[src/rtl/smi_pkg.sv]
package smi_pkg;

    localparam int XLEN       = 32;
    localparam int PAGE_SHIFT = 12;

    typedef enum logic [1:0] {
        SZ_BYTE  = 2'b00,
        SZ_WORD  = 2'b01,
        SZ_DWORD = 2'b10,
        SZ_RSVD  = 2'b11
    } size_code_t;

    // Bus cycle seen by the trap capture
    typedef struct packed {
        logic            in_cycle;
        logic            is_mem;
        logic            is_wr;
        logic            rep_str;
        logic [2:0]      bytes;
        logic [XLEN-1:0] addr;
        logic [XLEN-1:0] data;
        logic [XLEN-1:0] cur_ip;
        logic [XLEN-1:0] nxt_ip;
    } trap_bus_t;

    // Header image kept for the handler
    typedef struct packed {
        logic            mem;
        logic            dvalid;
        size_code_t      size;
        logic [XLEN-1:0] addr;
        logic [XLEN-1:0] data;
        logic [XLEN-1:0] cur_ip;
        logic [XLEN-1:0] nxt_ip;
    } trap_rec_t;

    function automatic size_code_t size_enc(input logic [2:0] nbytes);
        case (nbytes)
            3'd1:    return SZ_BYTE;
            3'd2:    return SZ_WORD;
            3'd4:    return SZ_DWORD;
            default: return SZ_RSVD;
        endcase
    endfunction

    // Header sits at the top of the SMM region: page-aligned base plus span
    function automatic logic [XLEN-1:0] hdr_top(input logic [XLEN-1:0] base_lim);
        logic [XLEN-1:0] base_al;
        logic [XLEN-1:0] span;
        base_al = {base_lim[XLEN-1:PAGE_SHIFT], {PAGE_SHIFT{1'b0}}};
        span    = XLEN'(1) << (PAGE_SHIFT + int'(base_lim[2:0]));
        return base_al + span;
    endfunction

endpackage

[src/rtl/smi_edge_unit.sv]
module smi_edge_unit #(
    parameter int SYNC_STAGES = 2
) (
    input  logic clk,
    input  logic rst,
    input  logic smi_n_async,
    input  logic rsm_pulse,
    output logic take,
    output logic smi_req,
    output logic in_smm
);
    localparam int LAST = SYNC_STAGES - 1;

    logic [LAST:0] sync_q;
    logic          s_prev;
    logic          s_now;
    logic          fall;
    logic          pend_q;
    logic          rsm_hit;

    always_ff @(posedge clk) begin
        if (rst) begin
            sync_q <= '1;
            s_prev <= 1'b1;
        end else begin
            sync_q <= {sync_q[LAST-1:0], smi_n_async};
            s_prev <= s_now;
        end
    end

    assign s_now   = sync_q[LAST];
    assign fall    = s_prev & ~s_now;
    assign rsm_hit = rsm_pulse & in_smm;
    assign take    = (fall & ~in_smm) | (rsm_hit & (pend_q | fall));

    always_ff @(posedge clk) begin
        if (rst) begin
            in_smm  <= 1'b0;
            pend_q  <= 1'b0;
            smi_req <= 1'b0;
        end else begin
            smi_req <= take;
            if (take)         in_smm <= 1'b1;
            else if (rsm_hit) in_smm <= 1'b0;
            if (take)                pend_q <= 1'b0;
            else if (fall && in_smm) pend_q <= 1'b1;
        end
    end

    AST_REQ_PULSE: assert property (@(posedge clk) disable iff (rst)
        smi_req |=> !smi_req);
    AST_LEVEL_QUIET: assert property (@(posedge clk) disable iff (rst)
        (!s_now && !s_prev && !rsm_pulse) |=> !smi_req);
    AST_RSM_REARM: assert property (@(posedge clk) disable iff (rst)
        (rsm_pulse && in_smm && pend_q) |=> (smi_req && in_smm));
    AST_RSM_EXIT: assert property (@(posedge clk) disable iff (rst)
        (rsm_pulse && in_smm && !pend_q && !(s_prev && !s_now)) |=> (!in_smm && !smi_req));

endmodule

[src/rtl/smi_trap_capture.sv]
module smi_trap_capture
    import smi_pkg::*;
(
    input  logic      clk,
    input  logic      rst,
    input  logic      take,
    input  trap_bus_t bus,
    output trap_rec_t rec
);
    trap_rec_t nxt;

    always_comb begin
        nxt.mem    = bus.is_mem;
        nxt.dvalid = bus.in_cycle & bus.is_wr;
        nxt.size   = size_enc(bus.bytes);
        nxt.addr   = bus.addr;
        nxt.data   = bus.data;
        nxt.cur_ip = bus.cur_ip;
        nxt.nxt_ip = bus.rep_str ? bus.cur_ip : bus.nxt_ip;
    end

    always_ff @(posedge clk) begin
        if (rst)       rec <= '0;
        else if (take) rec <= nxt;
    end

    AST_CAP_HOLD: assert property (@(posedge clk) disable iff (rst)
        !take |=> $stable(rec));
    AST_REP_IP: assert property (@(posedge clk) disable iff (rst)
        (take && bus.rep_str) |=> (rec.cur_ip == rec.nxt_ip));
    AST_DVALID_RD: assert property (@(posedge clk) disable iff (rst)
        (take && !bus.is_wr) |=> !rec.dvalid);

endmodule

[src/rtl/smi_cfg_regs.sv]
module smi_cfg_regs
    import smi_pkg::*;
(
    input  logic            clk,
    input  logic            rst,
    input  logic            map_en,
    input  logic            cfg_wr,
    input  logic            cfg_rd,
    input  logic            cfg_sel,
    input  logic [XLEN-1:0] cfg_wdata,
    output logic [XLEN-1:0] cfg_rdata,
    output logic [XLEN-1:0] hdr_eff_addr
);
    logic [XLEN-1:0] base_q;
    logic [XLEN-1:0] hdr_q;
    logic            wr_ok;

    assign wr_ok        = map_en & cfg_wr;
    assign hdr_eff_addr = {hdr_q[XLEN-1:2], 2'b00};

    always_ff @(posedge clk) begin
        if (rst) begin
            base_q <= '0;
            hdr_q  <= hdr_top('0);
        end else if (wr_ok) begin
            if (!cfg_sel) begin
                base_q <= cfg_wdata;
                hdr_q  <= hdr_top(cfg_wdata);
            end else begin
                hdr_q  <= cfg_wdata;
            end
        end
    end

    always_comb begin
        cfg_rdata = '0;
        if (map_en && cfg_rd)
            cfg_rdata = cfg_sel ? hdr_eff_addr : base_q;
    end

    AST_GATE_HOLD: assert property (@(posedge clk) disable iff (rst)
        !map_en |=> ($stable(base_q) && $stable(hdr_q)));
    AST_BASE_RECOMP: assert property (@(posedge clk) disable iff (rst)
        (map_en && cfg_wr && !cfg_sel) |=> (hdr_eff_addr == hdr_top($past(cfg_wdata))));

endmodule

[src/rtl/smi_trap_ctrl.sv]
module smi_trap_ctrl
    import smi_pkg::*;
#(
    parameter int SYNC_STAGES = 2
) (
    input  logic        clk,
    input  logic        rst,
    input  logic        smi_n_async,
    input  logic        rsm_pulse,
    output logic        smi_req,
    output logic        smm_active,
    input  logic        bus_cycle,
    input  logic        bus_is_mem,
    input  logic        bus_is_wr,
    input  logic        bus_rep_str,
    input  logic [2:0]  bus_bytes,
    input  logic [31:0] bus_addr,
    input  logic [31:0] bus_data,
    input  logic [31:0] ip_cur,
    input  logic [31:0] ip_next,
    output logic        cap_mem,
    output logic        cap_dvalid,
    output logic [1:0]  cap_size,
    output logic [31:0] cap_addr,
    output logic [31:0] cap_data,
    output logic [31:0] cap_ip_cur,
    output logic [31:0] cap_ip_next,
    input  logic        map_en,
    input  logic        cfg_wr,
    input  logic        cfg_rd,
    input  logic        cfg_sel,
    input  logic [31:0] cfg_wdata,
    output logic [31:0] cfg_rdata,
    output logic [31:0] hdr_eff_addr
);
    logic      take;
    trap_bus_t bus;
    trap_rec_t rec;

    smi_edge_unit #(.SYNC_STAGES(SYNC_STAGES)) u_edge (
        .clk         (clk),
        .rst         (rst),
        .smi_n_async (smi_n_async),
        .rsm_pulse   (rsm_pulse),
        .take        (take),
        .smi_req     (smi_req),
        .in_smm      (smm_active)
    );

    always_comb begin
        bus.in_cycle = bus_cycle;
        bus.is_mem   = bus_is_mem;
        bus.is_wr    = bus_is_wr;
        bus.rep_str  = bus_rep_str;
        bus.bytes    = bus_bytes;
        bus.addr     = bus_addr;
        bus.data     = bus_data;
        bus.cur_ip   = ip_cur;
        bus.nxt_ip   = ip_next;
    end

    smi_trap_capture u_cap (
        .clk  (clk),
        .rst  (rst),
        .take (take),
        .bus  (bus),
        .rec  (rec)
    );

    assign cap_mem     = rec.mem;
    assign cap_dvalid  = rec.dvalid;
    assign cap_size    = rec.size;
    assign cap_addr    = rec.addr;
    assign cap_data    = rec.data;
    assign cap_ip_cur  = rec.cur_ip;
    assign cap_ip_next = rec.nxt_ip;

    smi_cfg_regs u_cfg (
        .clk          (clk),
        .rst          (rst),
        .map_en       (map_en),
        .cfg_wr       (cfg_wr),
        .cfg_rd       (cfg_rd),
        .cfg_sel      (cfg_sel),
        .cfg_wdata    (cfg_wdata),
        .cfg_rdata    (cfg_rdata),
        .hdr_eff_addr (hdr_eff_addr)
    );

    AST_ENTRY_ACTIVE: assert property (@(posedge clk) disable iff (rst)
        smi_req |-> smm_active);

endmodule

[config.mk]
export PLATFORM = sky130hd
export DESIGN_NAME = smi_trap_ctrl
export DESIGN_NICKNAME = d
export VERILOG_FILES = /design/src/rtl/smi_pkg.sv /design/src/rtl/smi_edge_unit.sv /design/src/rtl/smi_trap_capture.sv /design/src/rtl/smi_cfg_regs.sv /design/src/rtl/smi_trap_ctrl.sv
export SDC_FILE = /design/constraint.sdc
export NUM_CORES = 1
export LEC_CHECK = 0
export BUFFER_PORTS_ARGS = -buffer_cell sky130_fd_sc_hd__clkbuf_2
export CORE_AREA = 2 2 145 147
export CTS_BUF_LIST = sky130_fd_sc_hd__clkbuf_16
export DETAILED_ROUTE_END_ITERATION = 8
export DIE_AREA = 0 0 147 149
export GPL_TIMING_DRIVEN = 0
export PLACE_DENSITY = 0.73
export SYNTH_ARGS = -nofsm -noshare
export SYNTH_HDL_FRONTEND = slang
export SYNTH_SLANG_ARGS = --single-unit
export TNS_END_PERCENT = 5
[constraint.sdc]
create_clock -name clk -period 7.2 [get_ports clk]
set_input_delay 2.16 -clock clk [delete_from_list [all_inputs] [get_ports clk]]
set_output_delay 2.16 -clock clk [all_outputs]
set_load 0.01 [all_outputs]
==> qor.yml <==
max_freq_mhz: 160
nets: 1688
holdWs_ns: 0.415
pwr-share-seq: 0.466
grt-ovfl-total: 0
gp_congestion: 0.903
setup_viol: 0
period_share: 0.866
synthToLayoutAreaGrowth_pct: 32.5
static-leakage-power_nw: 5.15
drt-pass1-iter-count: 5
synth_area_um2: 8730
grt_pass1_wl_um: 45100
clockRootBuffer: "clkbuf_16"
rsz0062_at_grt: "false"
critPathCaptureType: "output port"
vdd_ir_drop_max_uv: 155
critPathRequiredTime_ns: 5.04
intPower_w: 0.00177
cp-start-kind: "primary input"
wl_per_cell_um: 17.1
core_region_area_um2: 20600
grt_pass1_vias: 8325
grt_usage: 0.264
insertion_delay_ns: 0.45
path_max_fanout: 10
yosysUniqueCellTypes: 55
yosys_warnings: 0
hold_viol_final: 0
p_switching_w: 0.000759
utilization: 0.563
yosys.area.top_type: "dfxtp_1"
reg2reg_slack_ns: 5.01
clockBufferDepth: 2
tritoncts: "done"
die-area_um2: 21900
tightest_slew_ns: 0.811
initial_core_util: 0.425
power_w: 0.00253
cts_hold_buf: 0
cts_resized: 0
yosysTopAreaCellShare: 0.459
synth-main-ff-cell: "dfxtp_1"
async_flop_share: 0
status: "completed"
final_max_slew_viol_count: 0
post_cts_buffers: 0
crit_arrival_ns: 4.07
vias: 9170
drcViolationCount: 0
power.density_nw_per_um2: 219
hold_path.class: "flop to flop"
routed_wl_um: 30600
ys_seq_elements: 200
num_rows: 53
synth_edf_count: 0
final_cell_mix: "clkbuf_2 (367), nand2_1 (307), dfxtp_1 (200), a21oi_1 (166), nor2_1 (76)"
drt-initial-drc-count: 518
grt_max_degree: 23
setup_slack_ns: 0.968
r2r-start: "u_edge.in_smm"
avgSynthCellArea_um2: 7.96
final_layout_size_suffix_gt1_frac: 0.276
die_w_um: 147
switching_share: 0.299
die_h_um: 149
worstHoldStart: "u_edge.sync_q[0]"
tns_ns: 0
io_pins: 373
worst-setup-path-type: "primary input to output port"
io_buffers: 366
viasPerCell: 5.14
drtAntennaViolNets: 0
cap_violations: 0
relSlewSlack: 0.460
post-dp-hpwl_um: 24000
antenna_found_initial: 1
synth-seq-area-share: 0.459
cts_buffers: 17
min_period_ns: 6.23
dp_slack_ns: 1.05
h-tree-depth: 4
final_common_cell: "clkbuf_2"
cp-startpoint: "cfg_sel"
clock_power_share: 0.390
cts_sinks: 200
synth_area_leaders: "dfxtp_1 (46%), nand2_1 (13%), a21oi_1 (9.5%)"
finClkSkew_ns: 0.0137
combPwrFrac: 0.144
cts.clk_slew.worst_paths_ns: 0.07
netlist_instances: 1096
[state kept, by name, indices dropped and copies added, names as in the netlist]
register and cells:
u_edge.s_prev 1, u_cfg.hdr_q 30, u_edge.smi_req 1, u_edge.in_smm 1, u_edge.pend_q 1, u_cfg.base_q 32
u_cap.rec 132, u_edge.sync_q 2
[final timing paths]
check                           cells past startpoint          endpoint
worst max register to register                      6    u_cap.rec[130]
worst min-delay path                                1  u_edge.sync_q[1]
worst min register to register                      1  u_edge.sync_q[1]
worst max-delay path                                7     cfg_rdata[20]
[cells by family after synthesis]
group,after synthesis,share of synthesized area
muxes,66,0.0757
adders and majority gates,20,0.0295
AOI/OAI and AO/OA,261,0.173
other,1,0.000430
DFF,200,0.459
buffers and inverters,91,0.0406
and+or+nand+nor,440,0.205
xor gates and xnor gates,17,0.0171
[critical path: stages]
cell and delay, ns:
clkbuf_2 0.08, clkbuf_1 0.36, clkbuf_1 0.50, buf_2 0.45, mux2i_1 0.28, nor2_1 0.08, clkbuf_2 0.16
[cells in the mapped netlist, types with 2 or more instances]
cell type,n
o22ai_1,2
and3b_1,2
clkbuf_1,71
buf_4,2
nor3b_1,4
dfxtp_1,200
a31oi_1,6
nor2_1,76
xor2_1,10
nand2b_1,4
a21o_1,2
mux2i_1,66
o211ai_1,7
a21oi_1,166
nor3_1,8
nand3_1,15
nand2_1,307
buf_2,3
buf_1,8
nand3b_1,3
and3_1,3
xnor2_1,7
inv_1,6
nor2b_1,2
o21ai_0,23
or2_2,3
or3_1,3
a211oi_1,37
nand4_1,3
ha_1,19
o21a_1,4
[power by group through the flow]
stage	Sequential (W)	Combinational (W)	Clock, W
2_1_floorplan	0.00122	0.000184	0
3_3_place_gp	0.00120	0.000356	0
3_5_place_dp	0.00120	0.000360	0
4_1_cts	0.00118	0.000362	0.00100
5_1_grt	0.00118	0.000401	0.00105
6_report	0.00118	0.000366	0.000988
[metal layers]
| layer | vias up | GRT usage | wire (um) |
|---|---|---|---|
| li1 | 4503 | - | - |
| met1 | 4270 | 0.328 | 12600 |
| met2 | 341 | 0.457 | 15100 |
| met3 | 56 | 0.0526 | 1870 |
| met4 | 0 | 0.0976 | 920 |
| met5 | - | 0 | 0 |
[area by class of cell]
cell class | instances | area, um2
plain buffers | 85 | 332
inverters | 6 | 22.5
well taps | 275 | 344
multi-input cells | 817 | 4420
diodes | 2 | 5.00
clock buffers | 17 | 425
repair buffers | 366 | 1830
flip-flops and latches | 200 | 4000
clock inverters | 15 | 189
fillers | 1986 | 8990
[metrics by stage]
| step | cell area [um2] | instances |
|---|---|---|
| after CTS | 11600 | 1781 |
| after global placement | 10900 | 1749 |
| after detailed placement | 10900 | 1749 |
| final | 11600 | 1783 |
| after floorplan | 8770 | 1108 |
| after global routing | 11600 | 1782 |
Note: power is estimated with default switching activity, not from simulation.
